[src/rtl/gpr_view_pkg.sv]
package gpr_view_pkg;
  parameter int XLEN      = 32;
  parameter int NREGS     = 8;
  parameter int BYTE_REGS = 4;
  parameter int HALFW     = 16;
  parameter int BYTEW     = 8;
  localparam int IDXW     = $clog2(NREGS);

  typedef enum logic [1:0] {
    VW_WORD = 2'b00,
    VW_HALF = 2'b01,
    VW_LOB  = 2'b10,
    VW_HIB  = 2'b11
  } view_e;

  function automatic logic [XLEN-1:0] view_mask(view_e v);
    logic [XLEN-1:0] m;
    case (v)
      VW_WORD: m = '1;
      VW_HALF: m = XLEN'({HALFW{1'b1}});
      VW_LOB:  m = XLEN'({BYTEW{1'b1}});
      default: m = XLEN'({BYTEW{1'b1}}) << BYTEW;
    endcase
    return m;
  endfunction

  function automatic int unsigned view_shift(view_e v);
    return (v == VW_HIB) ? BYTEW : 0;
  endfunction

  function automatic logic view_is_byte(view_e v);
    return (v == VW_LOB) || (v == VW_HIB);
  endfunction

  function automatic logic view_legal(logic [IDXW-1:0] idx, view_e v);
    return !view_is_byte(v) || (int'(idx) < BYTE_REGS);
  endfunction
endpackage

[src/rtl/gpr_read_view.sv]
module gpr_read_view
  import gpr_view_pkg::*;
#(
  parameter int P_XLEN  = XLEN,
  parameter int P_NREGS = NREGS,
  localparam int P_IDXW = $clog2(P_NREGS)
) (
  input  logic [P_NREGS-1:0][P_XLEN-1:0] regs,
  input  logic [P_IDXW-1:0]              idx,
  input  logic [1:0]                     size,
  output logic [P_XLEN-1:0]              data,
  output logic                           bad
);
  view_e               v;
  logic [P_XLEN-1:0]   raw;
  logic [P_XLEN-1:0]   mask;
  logic                legal;

  always_comb begin
    v     = view_e'(size);
    raw   = regs[idx];
    mask  = view_mask(v);
    legal = view_legal(idx, v);
    bad   = !legal;
    data  = legal ? ((raw & mask) >> view_shift(v)) : '0;
  end
endmodule

[src/rtl/gpr_write_merge.sv]
module gpr_write_merge
  import gpr_view_pkg::*;
#(
  parameter int P_XLEN  = XLEN,
  parameter int P_NREGS = NREGS,
  localparam int P_IDXW = $clog2(P_NREGS)
) (
  input  logic                 en,
  input  logic [P_IDXW-1:0]    idx,
  input  logic [1:0]           size,
  input  logic [P_XLEN-1:0]    data,
  input  logic [P_XLEN-1:0]    old_val,
  output logic [P_XLEN-1:0]    new_val,
  output logic [P_XLEN-1:0]    mask,
  output logic                 commit,
  output logic                 bad
);
  view_e             v;
  logic [P_XLEN-1:0] placed;

  always_comb begin
    v      = view_e'(size);
    mask   = view_mask(v);
    placed = view_is_byte(v) ? (P_XLEN'(data[BYTEW-1:0]) << view_shift(v)) : data;
    new_val = (old_val & ~mask) | (placed & mask);
    bad    = en && !view_legal(idx, v);
    commit = en && view_legal(idx, v);
  end
endmodule

[src/rtl/gpr_reg_bank.sv]
module gpr_reg_bank
  import gpr_view_pkg::*;
#(
  parameter int P_XLEN  = XLEN,
  parameter int P_NREGS = NREGS,
  localparam int P_IDXW = $clog2(P_NREGS)
) (
  input  logic                           clk,
  input  logic                           rst,
  input  logic                           load,
  input  logic [P_IDXW-1:0]              idx,
  input  logic [P_XLEN-1:0]              val,
  output logic [P_NREGS-1:0][P_XLEN-1:0] regs
);
  for (genvar g = 0; g < P_NREGS; g++) begin : g_reg
    logic hit;
    assign hit = load && (idx == P_IDXW'(g));
    always_ff @(posedge clk) begin
      if (rst)      regs[g] <= '0;
      else if (hit) regs[g] <= val;
    end
  end
endmodule

[src/rtl/gpr_view_file.sv]
module gpr_view_file
  import gpr_view_pkg::*;
#(
  parameter int P_XLEN  = XLEN,
  parameter int P_NREGS = NREGS,
  localparam int P_IDXW = $clog2(P_NREGS),
  localparam int NRD    = 2
) (
  input  logic              clk,
  input  logic              rst,
  input  logic              wr_en,
  input  logic [P_IDXW-1:0] wr_idx,
  input  logic [1:0]        wr_size,
  input  logic [P_XLEN-1:0] wr_data,
  output logic              wr_bad,
  input  logic [P_IDXW-1:0] rd0_idx,
  input  logic [1:0]        rd0_size,
  output logic [P_XLEN-1:0] rd0_data,
  output logic              rd0_bad,
  input  logic [P_IDXW-1:0] rd1_idx,
  input  logic [1:0]        rd1_size,
  output logic [P_XLEN-1:0] rd1_data,
  output logic              rd1_bad
);
  logic [P_NREGS-1:0][P_XLEN-1:0] regs_q;
  logic [P_XLEN-1:0]              wr_old;
  logic [P_XLEN-1:0]              wr_new;
  logic [P_XLEN-1:0]              wr_mask;
  logic                           wr_commit;

  logic [NRD-1:0][P_IDXW-1:0]     rp_idx;
  logic [NRD-1:0][1:0]            rp_size;
  logic [NRD-1:0][P_XLEN-1:0]     rp_data;
  logic [NRD-1:0]                 rp_bad;

  assign wr_old = regs_q[wr_idx];

  gpr_write_merge #(.P_XLEN(P_XLEN), .P_NREGS(P_NREGS)) u_merge (
    .en      (wr_en),
    .idx     (wr_idx),
    .size    (wr_size),
    .data    (wr_data),
    .old_val (wr_old),
    .new_val (wr_new),
    .mask    (wr_mask),
    .commit  (wr_commit),
    .bad     (wr_bad)
  );

  gpr_reg_bank #(.P_XLEN(P_XLEN), .P_NREGS(P_NREGS)) u_bank (
    .clk  (clk),
    .rst  (rst),
    .load (wr_commit),
    .idx  (wr_idx),
    .val  (wr_new),
    .regs (regs_q)
  );

  assign rp_idx[0]  = rd0_idx;
  assign rp_size[0] = rd0_size;
  assign rp_idx[1]  = rd1_idx;
  assign rp_size[1] = rd1_size;

  for (genvar p = 0; p < NRD; p++) begin : g_rd
    gpr_read_view #(.P_XLEN(P_XLEN), .P_NREGS(P_NREGS)) u_rd (
      .regs (regs_q),
      .idx  (rp_idx[p]),
      .size (rp_size[p]),
      .data (rp_data[p]),
      .bad  (rp_bad[p])
    );
  end

  assign rd0_data = rp_data[0];
  assign rd0_bad  = rp_bad[0];
  assign rd1_data = rp_data[1];
  assign rd1_bad  = rp_bad[1];
endmodule

[config.mk]
export PLATFORM = sky130hd
export DESIGN_NAME = gpr_view_file
export DESIGN_NICKNAME = d
export VERILOG_FILES = /design/src/rtl/gpr_view_pkg.sv /design/src/rtl/gpr_read_view.sv /design/src/rtl/gpr_write_merge.sv /design/src/rtl/gpr_reg_bank.sv /design/src/rtl/gpr_view_file.sv
export SDC_FILE = /design/constraint.sdc
export NUM_CORES = 1
export LEC_CHECK = 0
export CAP_MARGIN = 20
export CORE_ASPECT_RATIO = 1.1
export CORE_MARGIN = 1
export CORE_UTILIZATION = 45
export CTS_BUF_LIST = sky130_fd_sc_hd__clkbuf_8
export CTS_CLUSTER_DIAMETER = 150
export DETAILED_ROUTE_END_ITERATION = 7
export GPL_TIMING_DRIVEN = 0
export SLEW_MARGIN = 0
export SYNTH_ARGS = -nofsm -noshare
export SYNTH_HDL_FRONTEND = slang
export SYNTH_HIERARCHICAL = 1
export SYNTH_SLANG_ARGS = --single-unit
export TNS_END_PERCENT = 20
[constraint.sdc]
create_clock -name clk -period 4.65 [get_ports clk]
set_clock_uncertainty 0.15 [all_clocks]
set_input_delay 0.93 -clock clk [delete_from_list [all_inputs] [get_ports clk]]
set_output_delay 0.93 -clock clk [all_outputs]
set_load 0.02 [all_outputs]
# ---- Yosys cells after proc, flatten, opt, wreduce, memory -nomap -nowiden
# Cells that the tools add are included.
dict set report word_totals {
  ff_bits 256
  n_memories 0
  rom_bits 0
  wordCells 80
  latchBits 0
  output_inout_bits 67
  ramBits 0
  inputBits 50
}
dict set report classes {
  mul 0
  n_reduce_logical 26
  muxes 15
  n_eq_ne 16
  n_div 0
  magnitude_cmp 6
  bitwise 6
  add_sub_neg 0
  shift 3
}
# operator n
set op_table {}
lappend op_table {{$bmux W32 S3} 3}
lappend op_table {{$pmux W32 S3} 3}
lappend op_table {{$mux W32} 6}
lappend op_table {{$and A32 B32 Y32} 4}
lappend op_table {{$shr A32 B32 Y32} 2}
lappend op_table {{$not A32 Y32} 1}
lappend op_table {{$or A32 B32 Y32} 1}
lappend op_table {{$shl A8 B32 Y32} 1}
lappend op_table {{$eq A2 B2 Y1 const B} 6}
lappend op_table {{$eq A3 B3 Y1 const B} 4}
lappend op_table {{$lt A3 B4 Y1 const B} 3}
lappend op_table {{$mux W4} 3}
lappend op_table {{$logic_and A1 B1 Y1} 10}
lappend op_table {{$lt A3 B3 Y1 const B} 3}
lappend op_table {{$eq A2 B1 Y1 const B} 3}
lappend op_table {{$eq A3 B2 Y1 const B} 2}
lappend op_table {{$logic_not A1 Y1} 6}
lappend op_table {{$logic_not A2 Y1} 3}
lappend op_table {{$logic_or A1 B1 Y1} 6}
lappend op_table {{$eq A3 B1 Y1 const B} 1}
lappend op_table {{$logic_not A3 Y1} 1}

# ---- Logic depth before layout (Yosys ltp)
# Gate-level depths: netlist (run 1).
dict set report depth {
  ltp_word 6
  mapped_depth 9
  mapped_depth_nobuf 6
}

# ---- Modules after synthesis
# Netlist (run 1), hierarchy kept.
# module cells_each seq_area_each_um2 instances area_per_inst_um2
set by_module_without_submodules {}
lappend by_module_without_submodules {gpr_reg_bank 906 5124.9 1 10017.1}
lappend by_module_without_submodules {gpr_read_view 206 0.0 2 2159.6}
lappend by_module_without_submodules {gpr_view_file 114 0.0 1 2073.2}
lappend by_module_without_submodules {gpr_write_merge 86 0.0 1 699.4}

# ---- Worst setup path after synthesis (run 1)
# OpenSTA, ideal clock, no wires.
dict set report synth_timing {
  kind {input to output}
  start {input rd0_idx[0]}
  end {output rd0_data[1]}
  cell_stages 5
  arrival_time_ns 2.091
  t_required_ns 3.570
  path_buffers 2
  slack_ns 1.479
  cell_sequence {buf_6 buf_12 mux4_2 mux2i_1 o221ai_1}
}
dict set report synth_via {
  elab_chain_len 5
  elab_cells_between_ends 7
  cone_classes {order compare: 1; shift: 1; mux: 3; bitwise: 1; reduce/logical: 1}
}
# item line
set synth_rtl {}
lappend synth_rtl {{from (decl)} gpr_view_file.sv:16} ;# input logic [P_IDXW-1:0] rd0_idx,
lappend synth_rtl {{$bmux W32 S3} gpr_read_view.sv:21} ;# raw = regs[idx];
lappend synth_rtl {{$mux W32 (not written as such)} gpr_read_view.sv:21}
lappend synth_rtl {{$and A32 B32 Y32} gpr_read_view.sv:25} ;# data = legal ? ((raw & mask) >> view_shift(v)) : '0;
lappend synth_rtl {{$shr A32 B32 Y32} gpr_read_view.sv:25}
lappend synth_rtl {{$mux W32 (*)} gpr_read_view.sv:25}
lappend synth_rtl {{to (decl)} gpr_view_file.sv:18} ;# output logic [P_XLEN-1:0] rd0_data,
# Mark *: on every way between the ends. The rest lies on a longest branch, timed or not. The select of a mux whose other input is x is not followed.

# ---- Worst setup path after layout (run 1)
dict set report layout_timing {
  start {input rd1_size[0]}
  end {output rd1_data[25]}
}
dict set report layout_via {
  elab_chain_len 5
  elab_cells_between_ends 12
  cone_classes {eq/ne: 3; shift: 1; mux: 3; bitwise: 1; reduce/logical: 4}
}
# item line
set layout_rtl {}
lappend layout_rtl {{from (decl)} gpr_view_file.sv:21} ;# input logic [1:0] rd1_size,
lappend layout_rtl {{$eq A2 B2 Y1, or another cell as far along} {gpr_view_pkg.sv:18, gpr_view_pkg.sv:32}}
lappend layout_rtl {{$pmux W32 S3 or $logic_or A1 B1 Y1 (tied branches)} {gpr_view_pkg.sv:18, gpr_view_pkg.sv:32}}
lappend layout_rtl {{$and A32 B32 Y32 or $logic_not A1 Y1 (tied branches)} {gpr_read_view.sv:25, gpr_view_pkg.sv:36}}
lappend layout_rtl {{$shr A32 B32 Y32 or $logic_or A1 B1 Y1 (tied branches)} {gpr_read_view.sv:25, gpr_view_pkg.sv:36}}
lappend layout_rtl {{$mux W32 (*)} gpr_read_view.sv:25}
lappend layout_rtl {{to (decl)} gpr_view_file.sv:22} ;# output logic [P_XLEN-1:0] rd1_data,
# Mark *: on every way between the ends. The rest lies on a longest branch, timed or not.

==> summary by stage, run 1 <==
Status
The run finished, with violations left. The final reports fail on negative setup slack.

Finish
The register with the most flip-flops in the layout has 256 of them. 0 antenna diodes ended up in the layout. Summing all non-filler instances in the final layout gives an area of 19700 sq um.

The register containing the most flip-flops in the final layout is u_bank/regs. In the final layout, the share of cells above drive strength 1 is 0.222. The largest registers in the layout are u_bank/regs: 256 flops. The layout net count is 1698. The area added between synthesis and finish is 16.8%.

STA
Measured against its own limit, the worst slew margin works out to 0.317. The number of failing hold endpoints at the final stage was 0. The final setup violation count is 4. The slack of the critical path is -52.0 ps. The actual transition at the worst max-transition pin is 1020 ps. After layout, the minimum clock period comes to 4700 ps. Dividing the final minimum period by the clock period gives 1.01. Setup repair after global routing could not meet its margin everywhere. The maximum achievable frequency is roughly 0.21 GHz. The final count of pins violating max slew is 0.

Clock tree
The tree is rooted in a sky130_fd_sc_hd__clkbuf_8. After clock tree synthesis, the clock-pin slew on the worst setup and hold paths is approximately 60 ps. The number of gates resized after CTS was 18. The later pin in the worst-skew pair is clocked with a latency of 600 ps. The hold-fix buffer count after cts is 0.

The clock tree buffer depth is 3. The CTS tree is yes. Post-CTS timing repair inserted 0 buffers for setup.

The H-tree depth is 2. For this design, the sink count on the clock tree is between 200 and 300. The number of buffers created by CTS is 47.

GRT
The combined global-route utilization of all metal layers is 0.329. The initial antenna violation count is 0. The first global-routing pass estimated between 90000 and 100000 microns of wire. The remaining global-route overflow is 0. The maximum number of pins on one net before global-route repair is 13. The number of global-route vias before repair is between 10000 and 15000.

Power and ir drop
The post-route total power is 0.00537 W. The total power per unit cell area is 272 nW/um^2. Summed over all cells, the static leakage comes to 8.38 nW. The worst voltage drop across the vdd grid is 0.000209 V.

Setup path
The worst path required time is between 3000 and 4000 ps. By startpoint and endpoint, the worst setup path is classified as input pin to output pin. At the worst endpoint, the arrival time is approximately 3600 ps.

The kind of launch point of the worst setup path is an input pin. Along the worst path, the maximum fanout reaches 10. The kind of capture point of the worst setup path is an output pin.

Detailed routing
The number of optimization iterations in the first detailed-route pass is 5. In the routed design, unresolved DRC markers number 0. The average wire per cell in the routed design is 28.9 microns. After detailed routing, the number of vias per cell comes to 6.22. The number of DRC violations after detailed-routing iteration 0 is 1237. The vias after detailed routing is 13600. Summed over all layers, the routed wires come to 63000 microns. Once detail routing completed, the nets flagged for antenna violations numbered 0.

Floorplan
The floorplan step defined a die boundary enclosing about 38000 sq um. In this run the horizontal extent of the chip is 187 microns. During I/O placement, the number of pins put on the boundary was 117. The total area inside the core boundary comes to 37000 sq um. The floorplan row count is 74. For this configuration, the core starts out at a cell density of 0.456.

Measured along the y axis, the die boundary spans 205 microns.

Place
Once detailed placement completed, the half-perimeter wirelength came to between 40000 and 50000 microns. The area after detailed placement is roughly 19000 sq um. The final estimated routing congestion in global placement is roughly 1. During placement, the flow inserted port buffers numbering 111.

Logic synthesis
The cell count after synthesis is 1488. The count of warnings emitted by yosys is 6. The mean cell area of the mapped netlist is 11.3 sq um. The mapped netlist covers approximately 17000 sq um. The number of nets in the synthesized netlist is approximately 1500.

Min path
The min-delay analysis places its worst path in the category flip-flop to flip-flop.

Job
Max-cap violations in this run came to 0.
## stage by stage
step | std cells | TNS [ps] | util | setup WS, ps | hold slack [ps]
6_report | 2180 | -146 | 0.532 | -52.0 | 352
5_1_grt | 2180 | -4.44 | 0.532 | -4.44 | 374
4_1_cts | 2180 | -9.28 | 0.532 | -9.28 | 350
3_5_place_dp | 2093 | -3130 | 0.503 | -189 | 340
3_3_place_gp | 2093 | -3780 | 0.503 | -238 | 331
2_1_floorplan | 1488 | 0 | - | 1480 | 314
## cells in the final DEF, fill, tap and decap left out, types with 3 or more instances in the layout
cell type and n:
sky130_fd_sc_hd__o21ai_1 9, sky130_fd_sc_hd__clkinv_2 10, sky130_fd_sc_hd__nor2_2 3, sky130_fd_sc_hd__o221ai_1 4
sky130_fd_sc_hd__o21ai_0 8, sky130_fd_sc_hd__clkbuf_8 64, sky130_fd_sc_hd__mux4_2 134, sky130_fd_sc_hd__mux2i_2 5
sky130_fd_sc_hd__mux2_2 56, sky130_fd_sc_hd__clkinvlp_4 3, sky130_fd_sc_hd__buf_1 17, sky130_fd_sc_hd__a22oi_1 16
sky130_fd_sc_hd__mux2i_1 306, sky130_fd_sc_hd__a21oi_1 44, sky130_fd_sc_hd__nand2_1 86, sky130_fd_sc_hd__buf_4 9
sky130_fd_sc_hd__clkbuf_1 62, sky130_fd_sc_hd__buf_2 45, sky130_fd_sc_hd__nand4b_1 3, sky130_fd_sc_hd__clkdlybuf4s50_1 110
sky130_fd_sc_hd__clkbuf_2 3, sky130_fd_sc_hd__mux4_1 40, sky130_fd_sc_hd__nand2b_1 290, sky130_fd_sc_hd__dfxtp_1 256
sky130_fd_sc_hd__o211ai_1 8, sky130_fd_sc_hd__buf_6 26, sky130_fd_sc_hd__nand4bb_1 3, sky130_fd_sc_hd__inv_1 10
sky130_fd_sc_hd__nand3_1 4, sky130_fd_sc_hd__nor2_1 24
## power breakdown
group | switching (W) | internal, W | total (W)
logic | 0.000462 | 0.000318 | 0.000780
clock network | 0.00105 | 0.00129 | 0.00234
registers | 0.0000262 | 0.00222 | 0.00225
total | 0.00154 | 0.00382 | 0.00537
## metal layers
| layer | up-vias | global-route usage | part of all wire |
|---|---|---|---|
| li1 | 5800 | - | - |
| met1 | 6801 | 0.419 | 0.40 |
| met4 | 0 | 0.158 | 0.048 |
| met3 | 186 | 0.0627 | 0.084 |
| met2 | 778 | 0.539 | 0.47 |
| met5 | - | 0 | 0 |
## final timing paths
path | slack [ps] | to | depth (start not counted) | startpoint
max | -50 | rd1_data[25] | 6 | rd1_size[0]
min | 350 | u_bank/regs[70] | 2 | u_bank/regs[70]
max reg2reg | 2390 | u_bank/regs[132] | 6 | u_bank/regs[100]
min reg2reg | 350 | u_bank/regs[70] | 2 | u_bank/regs[70]
## area by class of cell
type | instances | area, sq um
Timing Repair Buffer | 111 | 1110
Sequential cell | 256 | 5120
Multi-Input combinational cell | 1064 | 10900
Clock inverter | 23 | 141
Inverter | 2 | 7.51
Fill cell | 3348 | 17300
Clock buffer | 64 | 881
Tap cell | 494 | 618
Buffer | 166 | 960
## critical path, stage by stage
cell	delay, ps
sky130_fd_sc_hd__clkdlybuf4s50_1	600
sky130_fd_sc_hd__or2_2	420
sky130_fd_sc_hd__buf_1	290
sky130_fd_sc_hd__clkbuf_2	360
sky130_fd_sc_hd__a21oi_1	350
sky130_fd_sc_hd__clkdlybuf4s50_1	670
(Power assumes the default switching activity.)
==> run 2: changes to the inputs <==
RECOVER_POWER = 50   (was default)
==> summary by stage, run 2 (synthesis gave the netlist of run 1 again) <==
Detailed routing
Summing over every cut layer, the via total after detailed routing is 13500. The average wire per cell in the routed design is between 20 and 30 microns. The residual antenna-violating net count after detailed routing is 0. The number of optimization iterations in the first detailed-route pass is 6.

The first routing iteration left 1299 violations. The via-per-instance ratio is 6.21. After detailed routing, the number of remaining DRC violations is 0. Wires add up to 62900 microns.

Floorplan
The initialized floorplan defines 74 standard-cell rows. The overall die width is 187 microns. The core region is 37000 sq um. 117 I/O pins were placed. The vertical extent of the die is between 200 and 250 microns. The initial core utilization is 0.456. The die area is 38300 sq um.

Finish
The share of the core filled with cells in the final layout is 0.532. Compared with the post-synthesis result, the final layout area differs by 16.8%. The footprint of the flip-flops and latches is 5120 sq um. The share of cells above drive strength 1 is 0.219. In the final layout, the registers with the most flip-flops are u_bank/regs: 256 flops. The multi-input combinational cells in the finished layout cover a total of 10900 sq um. The layout net count is between 1500 and 2000.

The library cell used most frequently in the layout, excluding fill and tap cells, is sky130_fd_sc_hd__mux2i_1. The final design instance area without fill is 19700 sq um. More flip-flops sit in one register than any other, and that register is u_bank/regs.

Fill cells in the final layout number 3346. The register with the most flip-flops in the layout has between 200 and 300 of them. The library cells used most frequently in the layout, excluding fill and tap cells, are sky130_fd_sc_hd__mux2i_1, sky130_fd_sc_hd__nand2b_1, sky130_fd_sc_hd__dfxtp_1.

Setup path
The kind of capture point of the worst setup path is an output pin. Across all register-to-register paths, the minimum setup slack is around 2400 ps. The worst path required time is 3570 ps. STA puts the critical path data arrival time at between 3000 and 4000 ps. In this run the critical register-to-register path is launched from u_bank/regs[107].

The count of cells along the worst register-to-register path is 7. The endpoint identified for the worst register-to-register timing path is u_bank/regs[11]. The kind of launch point of the worst setup path is an input pin. The classification of the worst setup path is input pin to output pin. The worst-path maximum fanout is 10.

The critical path startpoint is rd1_size[0].

GRT
In the global route stage, met2 resource usage came out at 0.539. The layer flagged by global routing as most heavily used is met2. The number of global-route vias before repair came to 13600. The first global-routing pass estimated ~92000 microns of wire.

In the global route stage, met1 resource usage came out at 0.419. The met3 capacity usage during global routing is 0.0627. The combined global-route utilization of all metal layers is 0.329. The initial antenna violation count is 0. The maximum number of pins on one net before global-route repair is 13.

Global routing finished with a remaining overflow of 0.

STA
The routed design could run at a clock period as short as 4670 ps. Setup repair after global routing could not meet its margin everywhere. At the pin with the least slew margin, the transition time is 1040 ps. The final count of pins violating max slew is 0. The slack of the critical path is -24.9 ps.

Setup violations remaining at the end of the flow were counted as 4. Dividing the final minimum period by the clock period gives 1.01. Headroom to the max-slew limit came out at 0.307. The number of failing hold endpoints at the final stage is 0.

The maximum achievable frequency is 0.214 GHz.

Clock tree
After clock tree synthesis, the clock-pin slew on the worst setup and hold paths is about 60 ps. TritonCTS built the clock tree. The tree built by TritonCTS fans out to 256 sinks.

The clock tree buffer depth is 3. TritonCTS created 47 clock buffers. The tree is rooted in a sky130_fd_sc_hd__clkbuf_8.

The clock reaches the later pin of the worst-skew pair after 600 ps. The H-tree depth is 2.

Place
Once detailed placement completed, the half-perimeter wirelength came to 42300 microns. The final estimated routing congestion in global placement is between 0.9 and 1. The area after detailed placement is 18600 sq um. Buffers placed on the I/O ports in this run total 111.

The placement-stage worst setup slack is -189 ps.

Status
The flow ran to the end, but the final reports show violations. The checks that failed: negative setup slack.

Power and ir drop
Power spread over the standard cell area amounts to 272 nW/um^2. The worst voltage drop across the vdd grid is 0.000208 V. In this run the static leakage power is between 8 and 9 nW.

Min path
The min-delay analysis places its worst path in the category flip-flop to flip-flop. The critical hold path startpoint is u_bank/regs[53]. For hold timing, the worst endpoint is u_bank/regs[53]. The worst hold path stage count is 2.

Job
The tool flagged a number of max-cap violations equal to 0.
==> run 2: stage by stage <==
| stage | hold slack [ps] | power, W | setup TNS, ps | std cells |
|---|---|---|---|---|
| final | 352 | 0.00536 | -71.6 | 2183 |
| after global routing | 374 | 0.00553 | -4.44 | 2180 |
| after CTS | 350 | 0.00539 | -9.28 | 2180 |
| after detailed placement | 340 | 0.00305 | -3130 | 2093 |
| after global placement | 331 | 0.00304 | -3780 | 2093 |
| after floorplan | 314 | 0.00274 | 0 | 1488 |
==> run 2: final cells by class <==
type                            instances  area share
Timing Repair Buffer                  111      0.0563
Clock inverter                         23     0.00717
Multi-Input combinational cell       1064       0.551
Tap cell                              494      0.0313
Inverter                                2    0.000381
Antenna cell                            3    0.000381
Sequential cell                       256       0.260
Clock buffer                           64      0.0447
Buffer                                166      0.0485
==> run 2: report_power, final <==
group	internal, W	switching [W]
registers	0.00222	0.0000263
clock network	0.00129	0.00105
logic	0.000317	0.000461
total	0.00382	0.00154
==> run 2: timing repair <==
action	CTS	global route
hold buffers	0	0
endpoints found under the setup margin	34	12
gates resized for setup	18	7
setup buffers	0	0
==> run 2: metal layers <==
metal | vias up | routed length (microns)
met1 | 6781 | 25700
met3 | 193 | 4970
met4 | 0 | 3020
met5 | - | 0
li1 | 5804 | -
met2 | 768 | 29300
==> run 2: critical path: stages <==
cell,delay (ps)
sky130_fd_sc_hd__clkdlybuf4s50_1,590
sky130_fd_sc_hd__or2_2,410
sky130_fd_sc_hd__buf_1,290
sky130_fd_sc_hd__clkbuf_2,360
sky130_fd_sc_hd__a21oi_1,330
sky130_fd_sc_hd__clkdlybuf4s50_1,670
==> run 2: worst max-delay path by stage <==
stage	end	slack, ps	depth (start not counted)
after floorplan	rd0_data[1]	1480	5
after detailed placement	rd1_data[25]	-190	7
final	rd1_data[21]	-20	6
after global routing	rd0_data[29]	-4	7
after global placement	rd1_data[25]	-240	7
after CTS	rd1_data[1]	-9	7
